<file path="src/rtl/wdt_pkg.sv">
package wdt_pkg;
    localparam int DW       = 16;
    localparam int SEL_W    = 3;
    localparam int EN_BIT   = 0;
    localparam int MODE_BIT = 1;
    localparam int SEL_LSB  = 2;
    localparam int NMIF_BIT = 14;
    localparam int RSTF_BIT = 15;

    localparam logic [DW-1:0] UNLK_A = 16'h3333;
    localparam logic [DW-1:0] UNLK_B = 16'hCCCC;
    localparam logic [DW-1:0] CLR_A  = 16'hAAAA;
    localparam logic [DW-1:0] CLR_B  = 16'h5555;

    typedef enum logic [1:0] {KS_IDLE, KS_UNLK1, KS_OPEN, KS_CLR1} key_st_e;
    typedef enum logic [1:0] {RS_RUN, RS_WDOG, RS_EXT} seq_st_e;
endpackage

</file>
<file path="src/rtl/wdt_key_fsm.sv">
module wdt_key_fsm
    import wdt_pkg::*;
(
    input  logic          clk_i,
    input  logic          clr_i,
    input  logic          wr_hit_i,
    input  logic          rd_hit_i,
    input  logic [DW-1:0] wdata_i,
    output logic          commit_o,
    output logic          restart_o
);
    key_st_e st_q, st_d;

    always_ff @(posedge clk_i) begin
        if (clr_i) st_q <= KS_IDLE;
        else       st_q <= st_d;
    end

    always_comb begin
        st_d = st_q;
        if (rd_hit_i) begin
            st_d = KS_IDLE;
        end else if (wr_hit_i) begin
            unique case (st_q)
                KS_IDLE:  st_d = (wdata_i == UNLK_A) ? KS_UNLK1 :
                                 (wdata_i == CLR_A)  ? KS_CLR1  : KS_IDLE;
                KS_UNLK1: st_d = (wdata_i == UNLK_B) ? KS_OPEN : KS_IDLE;
                KS_OPEN:  st_d = KS_IDLE;
                KS_CLR1:  st_d = KS_IDLE;
                default:  st_d = KS_IDLE;
            endcase
        end
    end

    always_comb begin
        commit_o  = wr_hit_i && !rd_hit_i && (st_q == KS_OPEN);
        restart_o = wr_hit_i && !rd_hit_i && (st_q == KS_CLR1) && (wdata_i == CLR_B);
    end
endmodule

</file>
<file path="src/rtl/wdt_tick_cnt.sv">
module wdt_tick_cnt
    import wdt_pkg::*;
#(
    parameter int BASE_EXP = 12
) (
    input  logic             clk_i,
    input  logic             clr_i,
    input  logic             run_i,
    input  logic [SEL_W-1:0] sel_i,
    output logic             fire_o
);
    localparam int MAX_EXP = BASE_EXP + 2 * ((1 << SEL_W) - 1);
    localparam int SHW     = $clog2(MAX_EXP + 1);

    logic [MAX_EXP-1:0] cnt_q;
    logic [SHW-1:0]     shamt;
    logic [MAX_EXP:0]   span;

    always_comb begin
        shamt  = SHW'(BASE_EXP) + SHW'({sel_i, 1'b0});
        span   = (MAX_EXP+1)'(1) << shamt;
        fire_o = run_i && !clr_i && ({1'b0, cnt_q} == span - 1'b1);
    end

    always_ff @(posedge clk_i) begin
        if (clr_i || fire_o) cnt_q <= '0;
        else if (run_i)      cnt_q <= cnt_q + 1'b1;
    end
endmodule

</file>
<file path="src/rtl/wdt_rst_seq.sv">
module wdt_rst_seq
    import wdt_pkg::*;
#(
    parameter int HOLD_EXP = 16,
    parameter int EXT_TAIL = 4
) (
    input  logic clk_i,
    input  logic ext_rst_i,
    input  logic wd_fire_i,
    output logic in_rst_o,
    output logic wd_hold_o
);
    localparam int TAIL_W = $clog2(EXT_TAIL + 1);
    localparam int CW     = (HOLD_EXP > TAIL_W) ? HOLD_EXP : TAIL_W;

    seq_st_e       st_q, st_d;
    logic [CW-1:0] seq_q;

    always_ff @(posedge clk_i) begin
        if (ext_rst_i) st_q <= RS_EXT;
        else           st_q <= st_d;
    end

    always_ff @(posedge clk_i) begin
        if (ext_rst_i || (st_q != st_d)) seq_q <= '0;
        else                             seq_q <= seq_q + 1'b1;
    end

    always_comb begin
        st_d = st_q;
        unique case (st_q)
            RS_RUN:  if (wd_fire_i) st_d = RS_WDOG;
            RS_WDOG: if (seq_q == CW'({HOLD_EXP{1'b1}})) st_d = RS_RUN;
            RS_EXT:  if (seq_q == CW'(EXT_TAIL - 1)) st_d = RS_RUN;
            default: st_d = RS_EXT;
        endcase
    end

    always_comb begin
        in_rst_o  = (st_q != RS_RUN);
        wd_hold_o = (st_q == RS_WDOG);
    end
endmodule

</file>
<file path="src/rtl/wdt_ctrl.sv">
module wdt_ctrl
    import wdt_pkg::*;
#(
    parameter int              ADDR_W    = 4,
    parameter logic [ADDR_W-1:0] CTRL_ADDR = '0,
    parameter int              BASE_EXP  = 12,
    parameter int              HOLD_EXP  = 16,
    parameter int              EXT_TAIL  = 4
) (
    input  logic              clk_i,
    input  logic              ext_rst_i,
    input  logic [ADDR_W-1:0] addr_i,
    input  logic              wr_en_i,
    input  logic              rd_en_i,
    input  logic [DW-1:0]     wdata_i,
    output logic [DW-1:0]     rdata_o,
    output logic              nmi_o,
    output logic              sys_rst_o
);
    logic             wr_hit, rd_hit, commit, restart, fire;
    logic             in_rst, wd_hold, core_rst, wd_fire, nmi_fire;
    logic             en_q, nmi_mode_q, nmi_flag_q, rst_flag_q, locked_q;
    logic [SEL_W-1:0] sel_q;

    assign wr_hit   = wr_en_i && (addr_i == CTRL_ADDR);
    assign rd_hit   = rd_en_i && (addr_i == CTRL_ADDR);
    assign core_rst = ext_rst_i || in_rst;
    assign wd_fire  = fire && !nmi_mode_q;
    assign nmi_fire = fire && nmi_mode_q;

    wdt_key_fsm u_key (
        .clk_i    (clk_i),
        .clr_i    (core_rst),
        .wr_hit_i (wr_hit),
        .rd_hit_i (rd_hit),
        .wdata_i  (wdata_i),
        .commit_o (commit),
        .restart_o(restart)
    );

    wdt_tick_cnt #(.BASE_EXP(BASE_EXP)) u_cnt (
        .clk_i (clk_i),
        .clr_i (core_rst || commit || restart),
        .run_i (en_q),
        .sel_i (sel_q),
        .fire_o(fire)
    );

    wdt_rst_seq #(.HOLD_EXP(HOLD_EXP), .EXT_TAIL(EXT_TAIL)) u_seq (
        .clk_i    (clk_i),
        .ext_rst_i(ext_rst_i),
        .wd_fire_i(wd_fire),
        .in_rst_o (in_rst),
        .wd_hold_o(wd_hold)
    );

    always_ff @(posedge clk_i) begin
        if (ext_rst_i || wd_fire) begin
            en_q       <= 1'b1;
            nmi_mode_q <= 1'b0;
            sel_q      <= '1;
            nmi_flag_q <= 1'b0;
            locked_q   <= 1'b0;
            rst_flag_q <= !ext_rst_i;
        end else begin
            if (commit) begin
                locked_q   <= 1'b1;
                en_q       <= (locked_q && en_q) || wdata_i[EN_BIT];
                nmi_mode_q <= wdata_i[MODE_BIT];
                sel_q      <= wdata_i[SEL_LSB +: SEL_W];
                if (wdata_i[RSTF_BIT]) rst_flag_q <= 1'b0;
            end
            nmi_flag_q <= (nmi_flag_q && !(commit && wdata_i[NMIF_BIT])) || nmi_fire;
        end
    end

    always_comb begin
        rdata_o = '0;
        if (rd_hit) begin
            rdata_o[EN_BIT]              = en_q;
            rdata_o[MODE_BIT]            = nmi_mode_q;
            rdata_o[SEL_LSB +: SEL_W]    = sel_q;
            rdata_o[NMIF_BIT]            = nmi_flag_q;
            rdata_o[RSTF_BIT]            = rst_flag_q;
        end
    end

    assign nmi_o     = nmi_flag_q;
    assign sys_rst_o = ext_rst_i || in_rst;
endmodule

</file>
<file path="config.mk">
export PLATFORM = sky130hd
export DESIGN_NAME = wdt_ctrl
export DESIGN_NICKNAME = d
export VERILOG_FILES = /design/src/rtl/wdt_pkg.sv /design/src/rtl/wdt_key_fsm.sv /design/src/rtl/wdt_tick_cnt.sv /design/src/rtl/wdt_rst_seq.sv /design/src/rtl/wdt_ctrl.sv
export SDC_FILE = /design/constraint.sdc
export NUM_CORES = 1
export LEC_CHECK = 0
export ABC_AREA = 1
export BUFFER_PORTS_ARGS = -buffer_cell sky130_fd_sc_hd__buf_2
export CORE_MARGIN = 4
export CORE_UTILIZATION = 60
export DETAILED_ROUTE_END_ITERATION = 8
export PLACE_DENSITY = 0.82
export SLEW_MARGIN = 25
export SYNTH_ARGS = -nofsm -noshare
export SYNTH_HDL_FRONTEND = slang
export SYNTH_SLANG_ARGS = --single-unit
</file>
<file path="constraint.sdc">
create_clock -name clk_i -period 4.35 [get_ports clk_i]
set_clock_uncertainty 0.15 [all_clocks]
set_input_delay 0.87 -clock clk_i [delete_from_list [all_inputs] [get_ports clk_i]]
set_output_delay 0.87 -clock clk_i [all_outputs]
set_load 0.01 [all_outputs]
</file>
==> impl_metrics.toml <==
[outcome]
outcome = "finished clean"

[power_and_ir_drop]
power_density_mw_per_mm2 = 224
leakage_nw = 1.65
ir_drop_mv = 0.166

[synth]
synthCells = 526
synth_edf_count = 1
ys_types = 38
ys.flop_type = "dfxtp_1"
avgSynthCellArea_um2 = 6.86
yosys_warnings = 0
syn_area_mm2 = 0.00361
ys_seq_area_share_pct = 30.2
ys_ff_latch = 54
ys_async_sr_fraction_pct = 0

[global_routing]
track_usage_pct = 19.9
grt_max_degree = 27
gr-total-overflow = 0
grt_pass1_wl_mm = 12.3
antenna_found_initial = 0
grt_pass1_vias = 2939

[finish]
fin_util_pct = 67.7
area_growth_pct = 6.48
n_antenna_cell = 0
final_cell_area_mm2 = 0.00384
drive_gt1_share_pct = 14.9
nets = 589

[routing]
ant_nets = 0
drc_errors = 0
first_pass_iters = 5
drt_iter0_drc = 200
drt_wl_total_mm = 7.22
vias = 3250
viasPerCell = 5.16
wire_per_inst_um = 11.5

[worst_setup_path]
worst_ep_arrival_time_ns = 3.05
cp_top_family = "simple AND/OR/NAND/NOR gates"
crit_fanout = 26
max_stage_delay_ns = 0.59
cp_slowest_cell = "ha_1"
crit_chain = "inv_1, ha_1, inv_2, nand3_1, nand2_1, nor2_4, nand3_2, nand2_1, nand2_1, nand2_1, nor2_4, nand3_1, nand3_2, nor2_1"
cp.required_ns = 4.43
rrSetupSlack_ns = 1.38
worstSetupStartpointType = "flip-flop"
crit_type = "flip-flop to flip-flop"
critPathBufInv = 2
crit_top_cell = "nand2_1"
crit_path_end_kind = "flip-flop"

[clock_network]
tritoncts = "built"
root_buffer = "clkbuf_8"
ctsLongestPathBuffers = 2
cts_buffers = 5
path_clk_slew_ns = 0.11
ctsResizeCount = 0
postCtsSetupRepairBufs = 0
clk_latency_ns = 0.31
cts_sinks = 54
cts_max_level = 2
cts.hold.buffers_added = 0

[place]
dpl_cell_area_mm2 = 0.00375
hpwl_mm = 5.71
port_buffers = 32
place.gp.congestion = 0.920

[floorplan]
initial_core_util_pct = 63.6
die_h_um = 85.6
ios = 42
core_mm2 = 0.00568
die_x_um = 85.6
die-area_mm2 = 0.00732
rows = 27

[sta]
worst_slew_pin_slew_ns = 0.576
fin_crit_ns = 2.97
setup_viol = 0
hold_violations = 0
fmax_mhz = 336
slew_headroom_pct = 61.3
rsz0062_at_grt = "false"
final.setup.tns_ns = 0
min_period_over_period_pct = 68.4
slew_viol_final = 0

[worst_hold_path]
hp-class = "flip-flop to flip-flop"

[flow_run]
drv_cap = 0
## Yosys cell counts, types with 2 or more instances
| cell type | instances | area (µm²) |
|---|---|---|
| a21oi_1 | 5 | 25.0 |
| buf_4 | 12 | 90.1 |
| buf_6 | 3 | 33.8 |
| clkinv_1 | 2 | 7.51 |
| dfxtp_1 | 53 | 1060 |
| ha_1 | 8 | 100 |
| inv_1 | 69 | 259 |
| inv_2 | 5 | 18.8 |
| nand2_1 | 104 | 390 |
| nand2_2 | 5 | 31.3 |
| nand3_1 | 37 | 185 |
| nand3_2 | 4 | 40.0 |
| nand4_1 | 21 | 131 |
| nor2_1 | 93 | 349 |
| nor2_2 | 6 | 37.5 |
| nor2_4 | 13 | 146 |
| nor3_1 | 10 | 50.1 |
| nor3_2 | 4 | 40.0 |
| nor4_1 | 7 | 43.8 |
| o21ai_0 | 10 | 50.1 |
| xnor2_1 | 11 | 96.3 |
| xor2_1 | 28 | 245 |
## state kept, by name (all words and copies together) (netlist names)
register,cells
u_key.st_q,2
sel_q,3
rst_flag_q,1
u_cnt.cnt_q,26
en_q,1
locked_q,1
nmi_o,1
u_seq.st_q,2
u_seq.seq_q,16
nmi_mode_q,1
## routing by layer
metal | global-route usage (%) | share of wire (%) | routed length, µm
met2 | 35.1 | 48 | 3490
met4 | 4.60 | 0.96 | 69
met3 | 2.88 | 5.2 | 375
met5 | 0 | 0 | 0
met1 | 25.7 | 46 | 3290
## worst paths after layout
kind,from,to,depth (start not counted)
max,sel_q[2],u_cnt.cnt_q[13],14
min,u_seq.st_q[1],u_seq.st_q[1],2
max reg2reg,sel_q[2],u_cnt.cnt_q[13],14
min reg2reg,u_seq.st_q[1],u_seq.st_q[1],2
## power breakdown
part,switching [mW],internal [mW],leakage [nW],total [mW]
Sequential,0.00370,0.500,0.438,0.504
Combinational,0.0391,0.0192,1.16,0.0582
Clock,0.178,0.119,0.0491,0.297
## layout make-up
class | instances | area [µm²]
Clock buffer | 5 | 68.8
Inverter | 77 | 292
Sequential cell | 54 | 1090
Tap cell | 72 | 90.1
Timing Repair Buffer | 33 | 168
Multi-Input combinational cell | 386 | 2110
Fill cell | 512 | 1830
Clock inverter | 3 | 26.3
## cells in the final DEF (no fill, tap or decap)
cell type,count
edfxtp_1,1
o21ai_0,10
or2_2,1
clkinv_4,1
ha_1,8
nor3_1,10
inv_2,5
a21o_1,1
nand2_2,5
o41ai_1,1
mux2i_1,1
clkbuf_8,5
nor4_1,7
o22ai_1,1
a21oi_1,5
nand3b_1,1
inv_4,1
nand2_4,1
nand3_4,1
conb_1,9
buf_4,1
nand3_2,4
nor2_2,6
dfxtp_1,53
clkinv_1,2
nor2_4,13
nand4_4,1
buf_2,32
nand4_1,21
inv_1,69
o31ai_1,1
xnor2_1,11
o211ai_1,1
nand3_1,37
nor3_2,4
xor2_1,28
nor2_1,93
nand2_1,104
inv_6,2
## cells by family after synthesis
family	count (synthesis)	synth area share, %
mux	1	0.277
fa+ha+maj	8	2.77
simple gates	309	41.8
xor+xnor	39	9.47
flops	54	30.2
other cells	1	0.104
compound gates	20	3.12
buf+inv	94	12.2
## worst min-delay path, delay by kind of cell, from the launching register on
kind / cells / cell delay (ns)
AND/OR/NAND/NOR: 2 / 0.10
flip-flops: 1 / 0.33
## per-stage QoR
stage,setup slack (ns),power [mW],hold slack [ns],instances
CTS,1.35,0.866,0.318,630
detailed placement,1.39,0.574,0.295,622
floorplan,1.83,0.561,0.268,534
global route,1.12,0.894,0.341,630
finish,1.38,0.859,0.316,630
global placement,1.54,0.571,0.277,622
No activity file was read; power rests on OpenSTA's default activity.
